File: config.mk
export PLATFORM = sky130hd
export DESIGN_NAME = addr_break_unit
export DESIGN_NICKNAME = d
export VERILOG_FILES = /design/src/rtl/brk_pkg.sv /design/src/rtl/brk_ctrl.sv /design/src/rtl/brk_datapath.sv /design/src/rtl/addr_break_unit.sv
export SDC_FILE = /design/constraint.sdc
export NUM_CORES = 1
export LEC_CHECK = 0
export BUFFER_PORTS_ARGS = -buffer_cell sky130_fd_sc_hd__buf_2
export CAP_MARGIN = 20
export CORE_UTILIZATION = 44
export DETAILED_ROUTE_END_ITERATION = 12
export GPL_TIMING_DRIVEN = 0
export HOLD_SLACK_MARGIN = 0.05
export PLACE_DENSITY = 0.88
export SLEW_MARGIN = 20
export SYNTH_ARGS = -nofsm -noshare
export SYNTH_HDL_FRONTEND = slang
export SYNTH_SLANG_ARGS = --single-unit
File: constraint.sdc
create_clock -name clk -period 2.55 [get_ports clk]
set_input_delay 0 -clock clk [delete_from_list [all_inputs] [get_ports clk]]
set_output_delay 0 -clock clk [all_outputs]
set_load 0.005 [all_outputs]
File: src/rtl/brk_pkg.sv
package brk_pkg;

  localparam int ADDR_W    = 24;
  localparam int CTRL_W    = 8;
  localparam int MASK_CODE_W = 3;
  localparam int SEL_W     = 2;

  typedef enum logic [SEL_W-1:0] {
    SEL_FETCH = 2'b00,
    SEL_READ  = 2'b01,
    SEL_WRITE = 2'b10,
    SEL_RDWR  = 2'b11
  } cycleSel_e;

  typedef struct packed {
    logic ldAddr;
    logic clrFlag;
    logic cycleHit;
  } brkStrobes_t;

  function automatic int maskWidth(input logic [MASK_CODE_W-1:0] code);
    int n;
    if (code <= 3'd4) n = int'(code);
    else              n = (int'(code) - 3) * 4;
    return n;
  endfunction

endpackage

File: src/rtl/brk_ctrl.sv
module brk_ctrl
  import brk_pkg::*;
#(
  parameter int CW = brk_pkg::CTRL_W
) (
  input  logic                   clk,
  input  logic                   rstN,
  input  logic                   regWrEn,
  input  logic                   regSel,
  input  logic [CW-1:0]          ctrlWrData,
  input  logic                   clearFlag,
  input  logic                   busValid,
  input  logic                   busFetch,
  input  logic                   busRead,
  input  logic                   busWrite,
  output logic [CW-1:0]          ctrlReg,
  output logic [MASK_CODE_W-1:0] maskCode,
  output logic                   irqEn,
  output brkStrobes_t            strobes
);

  localparam int SEL_LO  = 1;
  localparam int MASK_LO = SEL_LO + SEL_W;
  localparam int USED_W  = MASK_LO + MASK_CODE_W;

  cycleSel_e cycleSel;
  logic      typeOk;

  always_ff @(posedge clk or negedge rstN) begin
    if (!rstN) begin
      maskCode <= '0;
      cycleSel <= SEL_FETCH;
      irqEn    <= 1'b0;
    end else if (regWrEn && regSel) begin
      maskCode <= ctrlWrData[MASK_LO +: MASK_CODE_W];
      cycleSel <= cycleSel_e'(ctrlWrData[SEL_LO +: SEL_W]);
      irqEn    <= ctrlWrData[0];
    end
  end

  always_comb begin
    unique case (cycleSel)
      SEL_FETCH: typeOk = busFetch;
      SEL_READ:  typeOk = busRead;
      SEL_WRITE: typeOk = busWrite;
      default:   typeOk = busRead | busWrite;
    endcase
  end

  always_comb begin
    ctrlReg = '0;
    ctrlReg[USED_W-1:0] = {maskCode, cycleSel, irqEn};
  end

  assign strobes.ldAddr   = regWrEn & ~regSel;
  assign strobes.clrFlag  = clearFlag;
  assign strobes.cycleHit = busValid & typeOk;

endmodule

File: src/rtl/brk_datapath.sv
module brk_datapath
  import brk_pkg::*;
#(
  parameter int AW = brk_pkg::ADDR_W
) (
  input  logic                   clk,
  input  logic                   rstN,
  input  logic [AW-1:0]          addrWrData,
  input  brkStrobes_t            strobes,
  input  logic [MASK_CODE_W-1:0] maskCode,
  input  logic                   irqEn,
  input  logic [AW-1:0]          busAddr,
  output logic [AW-1:0]          brkAddr,
  output logic                   breakFlag,
  output logic                   breakIrq
);

  localparam int LEN_W = $clog2(AW + 1);

  logic [LEN_W-1:0] maskLen;
  logic [AW-1:0]    maskVec;
  logic [AW-1:0]    bitOk;
  logic             addrHit;
  logic             setFlag;

  assign maskLen = LEN_W'(maskWidth(maskCode));

  for (genvar gi = 0; gi < AW; gi++) begin : g_bit
    assign maskVec[gi] = LEN_W'(gi) < maskLen;
    assign bitOk[gi]   = maskVec[gi] | ~(busAddr[gi] ^ brkAddr[gi]);
  end

  assign addrHit = &bitOk;
  assign setFlag = strobes.cycleHit & addrHit;

  always_ff @(posedge clk or negedge rstN) begin
    if (!rstN)               brkAddr <= '0;
    else if (strobes.ldAddr) brkAddr <= addrWrData;
  end

  always_ff @(posedge clk or negedge rstN) begin
    if (!rstN)                breakFlag <= 1'b0;
    else if (setFlag)         breakFlag <= 1'b1;
    else if (strobes.clrFlag) breakFlag <= 1'b0;
  end

  assign breakIrq = breakFlag & irqEn;

endmodule

File: src/rtl/addr_break_unit.sv
module addr_break_unit
  import brk_pkg::*;
#(
  parameter int AW = brk_pkg::ADDR_W,
  parameter int CW = brk_pkg::CTRL_W
) (
  input  logic          clk,
  input  logic          rstN,
  input  logic          regWrEn,
  input  logic          regSel,
  input  logic [AW-1:0] regWrData,
  input  logic          clearFlag,
  input  logic          busValid,
  input  logic [AW-1:0] busAddr,
  input  logic          busFetch,
  input  logic          busRead,
  input  logic          busWrite,
  output logic [AW-1:0] addrRead,
  output logic [CW-1:0] ctrlRead,
  output logic          breakFlag,
  output logic          breakIrq
);

  brkStrobes_t            strobes;
  logic [MASK_CODE_W-1:0] maskCode;
  logic                   irqEn;

  brk_ctrl #(.CW(CW)) i_ctrl (
    .clk        (clk),
    .rstN       (rstN),
    .regWrEn    (regWrEn),
    .regSel     (regSel),
    .ctrlWrData (regWrData[CW-1:0]),
    .clearFlag  (clearFlag),
    .busValid   (busValid),
    .busFetch   (busFetch),
    .busRead    (busRead),
    .busWrite   (busWrite),
    .ctrlReg    (ctrlRead),
    .maskCode   (maskCode),
    .irqEn      (irqEn),
    .strobes    (strobes)
  );

  brk_datapath #(.AW(AW)) i_dp (
    .clk        (clk),
    .rstN       (rstN),
    .addrWrData (regWrData),
    .strobes    (strobes),
    .maskCode   (maskCode),
    .irqEn      (irqEn),
    .busAddr    (busAddr),
    .brkAddr    (addrRead),
    .breakFlag  (breakFlag),
    .breakIrq   (breakIrq)
  );

endmodule

# Word-level counts from Yosys, hierarchy flattened
# Index checks and enable logic that the tools add are counted.
# Widths: inputs -> output; s select.
dict set report classes {
  n_bitwise 78
  order_cmp 25
  eq_ne 2
  mux 4
  reduce_logical 4
  add_sub_neg 1
}
# cell n
set op_table {}
lappend op_table {{$lt 4x5->1 const A} 8}
lappend op_table {{$lt 5x5->1 const A} 8}
lappend op_table {{$not 1->1} 25}
lappend op_table {{$or 1x1->1} 25}
lappend op_table {{$reduce_and 24->1} 1}
lappend op_table {{$xor 1x1->1} 24}
lappend op_table {{$lt 3x5->1 const A} 4}
lappend op_table {{$lt 1x5->1 const A} 2}
lappend op_table {{$lt 2x5->1 const A} 2}
lappend op_table {{$mux 5} 1}
lappend op_table {{$and 1x1->1} 4}
lappend op_table {{$le 3x3->1 const B} 1}
lappend op_table {{$pmux 1 s3} 1}
lappend op_table {{$sub 3x2->3 const B} 1}
lappend op_table {{$eq 2x1->1 const B} 1}
lappend op_table {{$eq 2x2->1 const B} 1}
lappend op_table {{$logic_not 2->1} 1}
lappend op_table {{$mux 1} 2}
lappend op_table {{$reduce_bool 2->1} 1}
lappend op_table {{$logic_and 1x1->1} 1}
dict set report word_totals {
  output_inout_bits 34
  wordCells 119
  register_bits 31
  input_bits 57
}

# Longest topological paths before layout
dict set report depth {
  word_depth 7
  depth_mapped 7
  mapped_depth_nobuf 7
}

# By module
# Synthesis repeated with hierarchy kept, for this count alone.
dict set report unflattened {
  cells_unflattened 140
  hier_area_um2 1686.6
}
# module n_inst seq_area_each_um2 area_per_inst_um2 cells_per_inst
set modules_own_cells {}
lappend modules_own_cells {brk_datapath 1 625.6 1378.8 115}
lappend modules_own_cells {brk_ctrl 1 150.1 307.8 25}

# Worst setup path before layout
# Ideal clock, no wire load.
dict set report synth_path {
  path_kind {reg-to-reg}
  start {register i_ctrl.maskCode[0]}
  end {register i_dp.breakFlag}
  arrival_time_ns 1.703
  required_ns 2.446
  setup_ns 0.104
  n_path_buf 0
  slack_ns 0.743
  synth_period_minus_slack_ns 1.807
  path_stages_with_launch 8
  cell_sequence {dfrtp_1 -> inv_1 -> ha_1 -> nand2b_1 -> o21ai_2 -> a2111oi_4 -> a21oi_2 -> o41ai_2}
}
dict set report synth_between {
  elab_chain_cells 7
  word_cells_on_any_way 55
  cone_classes {add/sub (1); order compare (25); mux (2); bitwise (25); reduce/logical (2)}
}
# element line
set synth_rtl {}
lappend synth_rtl {{start: declaration} brk_ctrl.sv:17} ;# output logic [MASK_CODE_W-1:0] maskCode,
lappend synth_rtl {{start signal: assignment} brk_ctrl.sv:35} ;# maskCode <= ctrlWrData[MASK_LO +: MASK_CODE_W];
lappend synth_rtl {{$sub 3x2->3 / $le 3x3->1 (equally long branches)} {brk_pkg.sv:24, brk_pkg.sv:23}}
lappend synth_rtl {{$mux 5 (*)} brk_pkg.sv:23} ;# if (code <= 3'd4) n = int'(code);
lappend synth_rtl {{$lt 1x5->1, or another cell as far along} brk_datapath.sv:29} ;# assign maskVec[gi] = LEN_W'(gi) < maskLen;
lappend synth_rtl {{$or 1x1->1} brk_datapath.sv:30} ;# assign bitOk[gi] = maskVec[gi] | ~(busAddr[gi] ^ brkAddr[gi]);
lappend synth_rtl {{$reduce_and 24->1 (*)} brk_datapath.sv:33} ;# assign addrHit = &bitOk;
lappend synth_rtl {{$and 1x1->1 (*)} brk_datapath.sv:34} ;# assign setFlag = strobes.cycleHit & addrHit;
lappend synth_rtl {{$mux 1 / $reduce_bool 2->1 (equally long branches)} --}
lappend synth_rtl {{end signal: assignment} brk_datapath.sv:42} ;# if (!rstN) breakFlag <= 1'b0;
lappend synth_rtl {{end signal: assignment} brk_datapath.sv:43} ;# else if (setFlag) breakFlag <= 1'b1;
lappend synth_rtl {{end signal: assignment} brk_datapath.sv:44} ;# else if (strobes.clrFlag) breakFlag <= 1'b0;
lappend synth_rtl {{end: declaration} brk_datapath.sv:14} ;# output logic breakFlag,
# Every way passes the cells marked *; elsewhere a longest branch is shown, timed or not.
# A chain may end at the register's enable or synchronous reset.

# Worst setup path after layout
# Ends and elaborated chain as after synthesis.

==> metrics <==
Main synth FF type=dfrtp_1; TritonCTS clock tree=built; post-synth top area share=47.7%; final period utilization=81.9%; critical path type=reg -> reg; sw frac=30.2%; achievable frequency=479 MHz; Comb power frac=29.4%; top-count cell post-synth=dfrtp_1; Routed WL per cell=16.0 um; synthesized cell area=1630 um2; Area after DPL=2130 um2; Worst R2R End=i_dp.breakFlag; Post CTS Setup Buffer Count=0; antenna cells=0; gpl congestion=0.731; unrepaired setup endpoints after global routing=no; EDFF count, synth=0; post-route cell area=2480 um2; Net Switching=429 uW; routed vias=1441; hold depth=4; slew margin rel.=54.0%; Clock power frac=25.7%; Multi-input gate area=812 um2; # setup viols final=0; Die W=62.8 um; skew final=0.00576 ns; hold-fix buffers at CTS=27; antenna viol nets, final=0; port bufs=88; Slew Limit Fails=0; post_cts resized=0; Max VDD drop=417 uV; FILL cells=259; max-cap violations=0; DP HPWL=3070 um; Synth-to-Final Area Change=52.4%; total power=1.42 mW; initial antenna violation count=0; crit path max fanout=7; Internal=991 uW; Clk Latency, worst-skew pair=0.28 ns; Worst EP arrival=2.26 ns; launch point of the worst reg-to-reg path=i_ctrl.maskCode[0]; sequential-to-total area share from yosys stat=47.7%; Final Hold Viols=0; FP Rows=21; drt first pass iters=4; TritonCTS Buffers=5; Mapped Cells=124; largest area contributor in the netlist=dfrtp_1; Storage cell area=776 um2; post-synthesis async set-or-reset flop share=100%; Core Region=3440 um2; Least-Margin Pin Slew=0.690 ns; Worst Hold Endpoint=i_dp.breakFlag; status=finished, final reports clean; Root Buffer=clkbuf_8; Clk pin slew, worst setup/hold paths=0.07 ns; Total Routing Usage GR=26.4%; H-tree levels=2; CTS sink count=31; Post-synth top cells=dfrtp_1 (31), mux2_2 (30), xor2_1 (20), nand2_1 (4); CP required=2.72 ns; Startpoint Class=register; I/O pin count=91; Period minus WS final=2.09 ns; total grt overflow=0; largest net degree at the start of global routing=32; leak pwr=1.21 nW; WL final=4700 um; Worst Hold Class=in -> reg; dpl cells=259; Layout Cells excl Fill=294; synth warn=0; #FFs+latches synth=31; initial DRC count=37; critical hold path startpoint=busAddr[9]; fin nets=306; worst r2r path cells=7; Flop pwr share=44.9%; Mapped Avg Cell Area=13.1 um2; flop2flop setup slack=0.46 ns; CTS max path bufs=2; first-pass GRT wire length=7640 um; via/cell ratio=4.90; die area=3950 um2; share of cells above drive strength 1=54.4%; Initial Util=47.3%; Residual DRC=0; DIE HEIGHT=62.8 um; synth top area cells=dfrtp_1 (48%), mux2_2 (21%), xor2_1 (11%); sum of negative setup slack=0 ns; CP Capture Type=register; Yosys cell types=30; pwr/cell area=572 nW/um2; vias in the first global route=1629
[state kept, by name, summed over array words and instances, names as in the netlist]
signal / cells
i_dp.brkAddr: 24
i_ctrl.cycleSel: 2
i_ctrl.irqEn: 1
i_dp.breakFlag: 1
i_ctrl.maskCode: 3
[layout make-up]
cell class	count	share of cell area [%]
well taps	46	2.32
inverters	2	0.303
flip-flops and latches	31	31.3
clock buffers	7	3.08
plain buffers	6	1.46
repair buffers	115	28.6
clock inverters	1	0.202
multi-input cells	86	32.7
[kinds of logic after synthesis]
group / count (synthesis) / synth area share [%]
buffers and inverters: 8 / 2.69
other: 1 / 0.230
AO/OA/AOI/OAI: 13 / 8.30
flip-flops: 31 / 47.7
adder cells (fa/ha/maj): 2 / 1.54
AND/OR/NAND/NOR: 15 / 5.46
multiplexers: 30 / 20.8
XOR/XNOR: 24 / 13.4
[power groups by stage]
stage | clock, mW | combinational [mW] | sequential, mW
3_3_place_gp | 0 | 0.365 | 0.637
5_1_grt | 0.401 | 0.455 | 0.648
2_1_floorplan | 0 | 0.206 | 0.640
6_report | 0.365 | 0.417 | 0.637
3_5_place_dp | 0 | 0.381 | 0.642
4_1_cts | 0.367 | 0.414 | 0.633
[layout by cell type (no fill, tap or decap), types with 3 or more instances in the layout]
cell and n:
buf_2 90, dfrtp_1 31, mux2_2 30, dlygate4sd3_1 27
xor2_1 20, clkbuf_8 5, nand2_1 4, xnor2_1 3
clkbuf_1 3, buf_4 3
[through the flow]
step           utilization (%)  worst slack, ns  hold slack (ns)
2_1_floorplan                -            0.743           -0.296
3_3_place_gp              61.9            0.589           0.0700
3_5_place_dp              61.9            0.480           0.0776
4_1_cts                   72.1            0.462            0.169
5_1_grt                   72.1            0.343            0.207
6_report                  72.1            0.462            0.177
[how the worst max path moves through the flow]
stage	start	to	cells past startpoint
after CTS	i_ctrl.maskCode[0]	i_dp.breakFlag	7
after global routing	i_ctrl.maskCode[0]	i_dp.breakFlag	7
after floorplan	i_ctrl.maskCode[0]	i_dp.breakFlag	7
after detailed placement	i_ctrl.maskCode[0]	i_dp.breakFlag	7
after global placement	i_ctrl.maskCode[0]	i_dp.breakFlag	7
final	i_ctrl.maskCode[0]	i_dp.breakFlag	7
[layer usage]
| layer | track usage [%] | routed length [um] | vias up | part of all wire (%) |
|---|---|---|---|---|
| met5 | 0 | 0 | - | 0 |
| met4 | 11.0 | 108 | 0 | 2.3 |
| met3 | 8.03 | 294 | 10 | 6.3 |
| met2 | 48.6 | 2510 | 70 | 53 |
| met1 | 27.5 | 1780 | 682 | 38 |
| li1 | - | - | 679 | - |
[critical path, cell delays in order, from the launching register on]
cell and delay [ns]:
dfrtp_1 0.46, inv_1 0.11, ha_1 0.35, nand2b_1 0.16, o21ai_2 0.08, a2111oi_4 0.32, a21oi_2 0.11, o41ai_2 0.38
No activity file was read; power rests on OpenSTA's default activity.
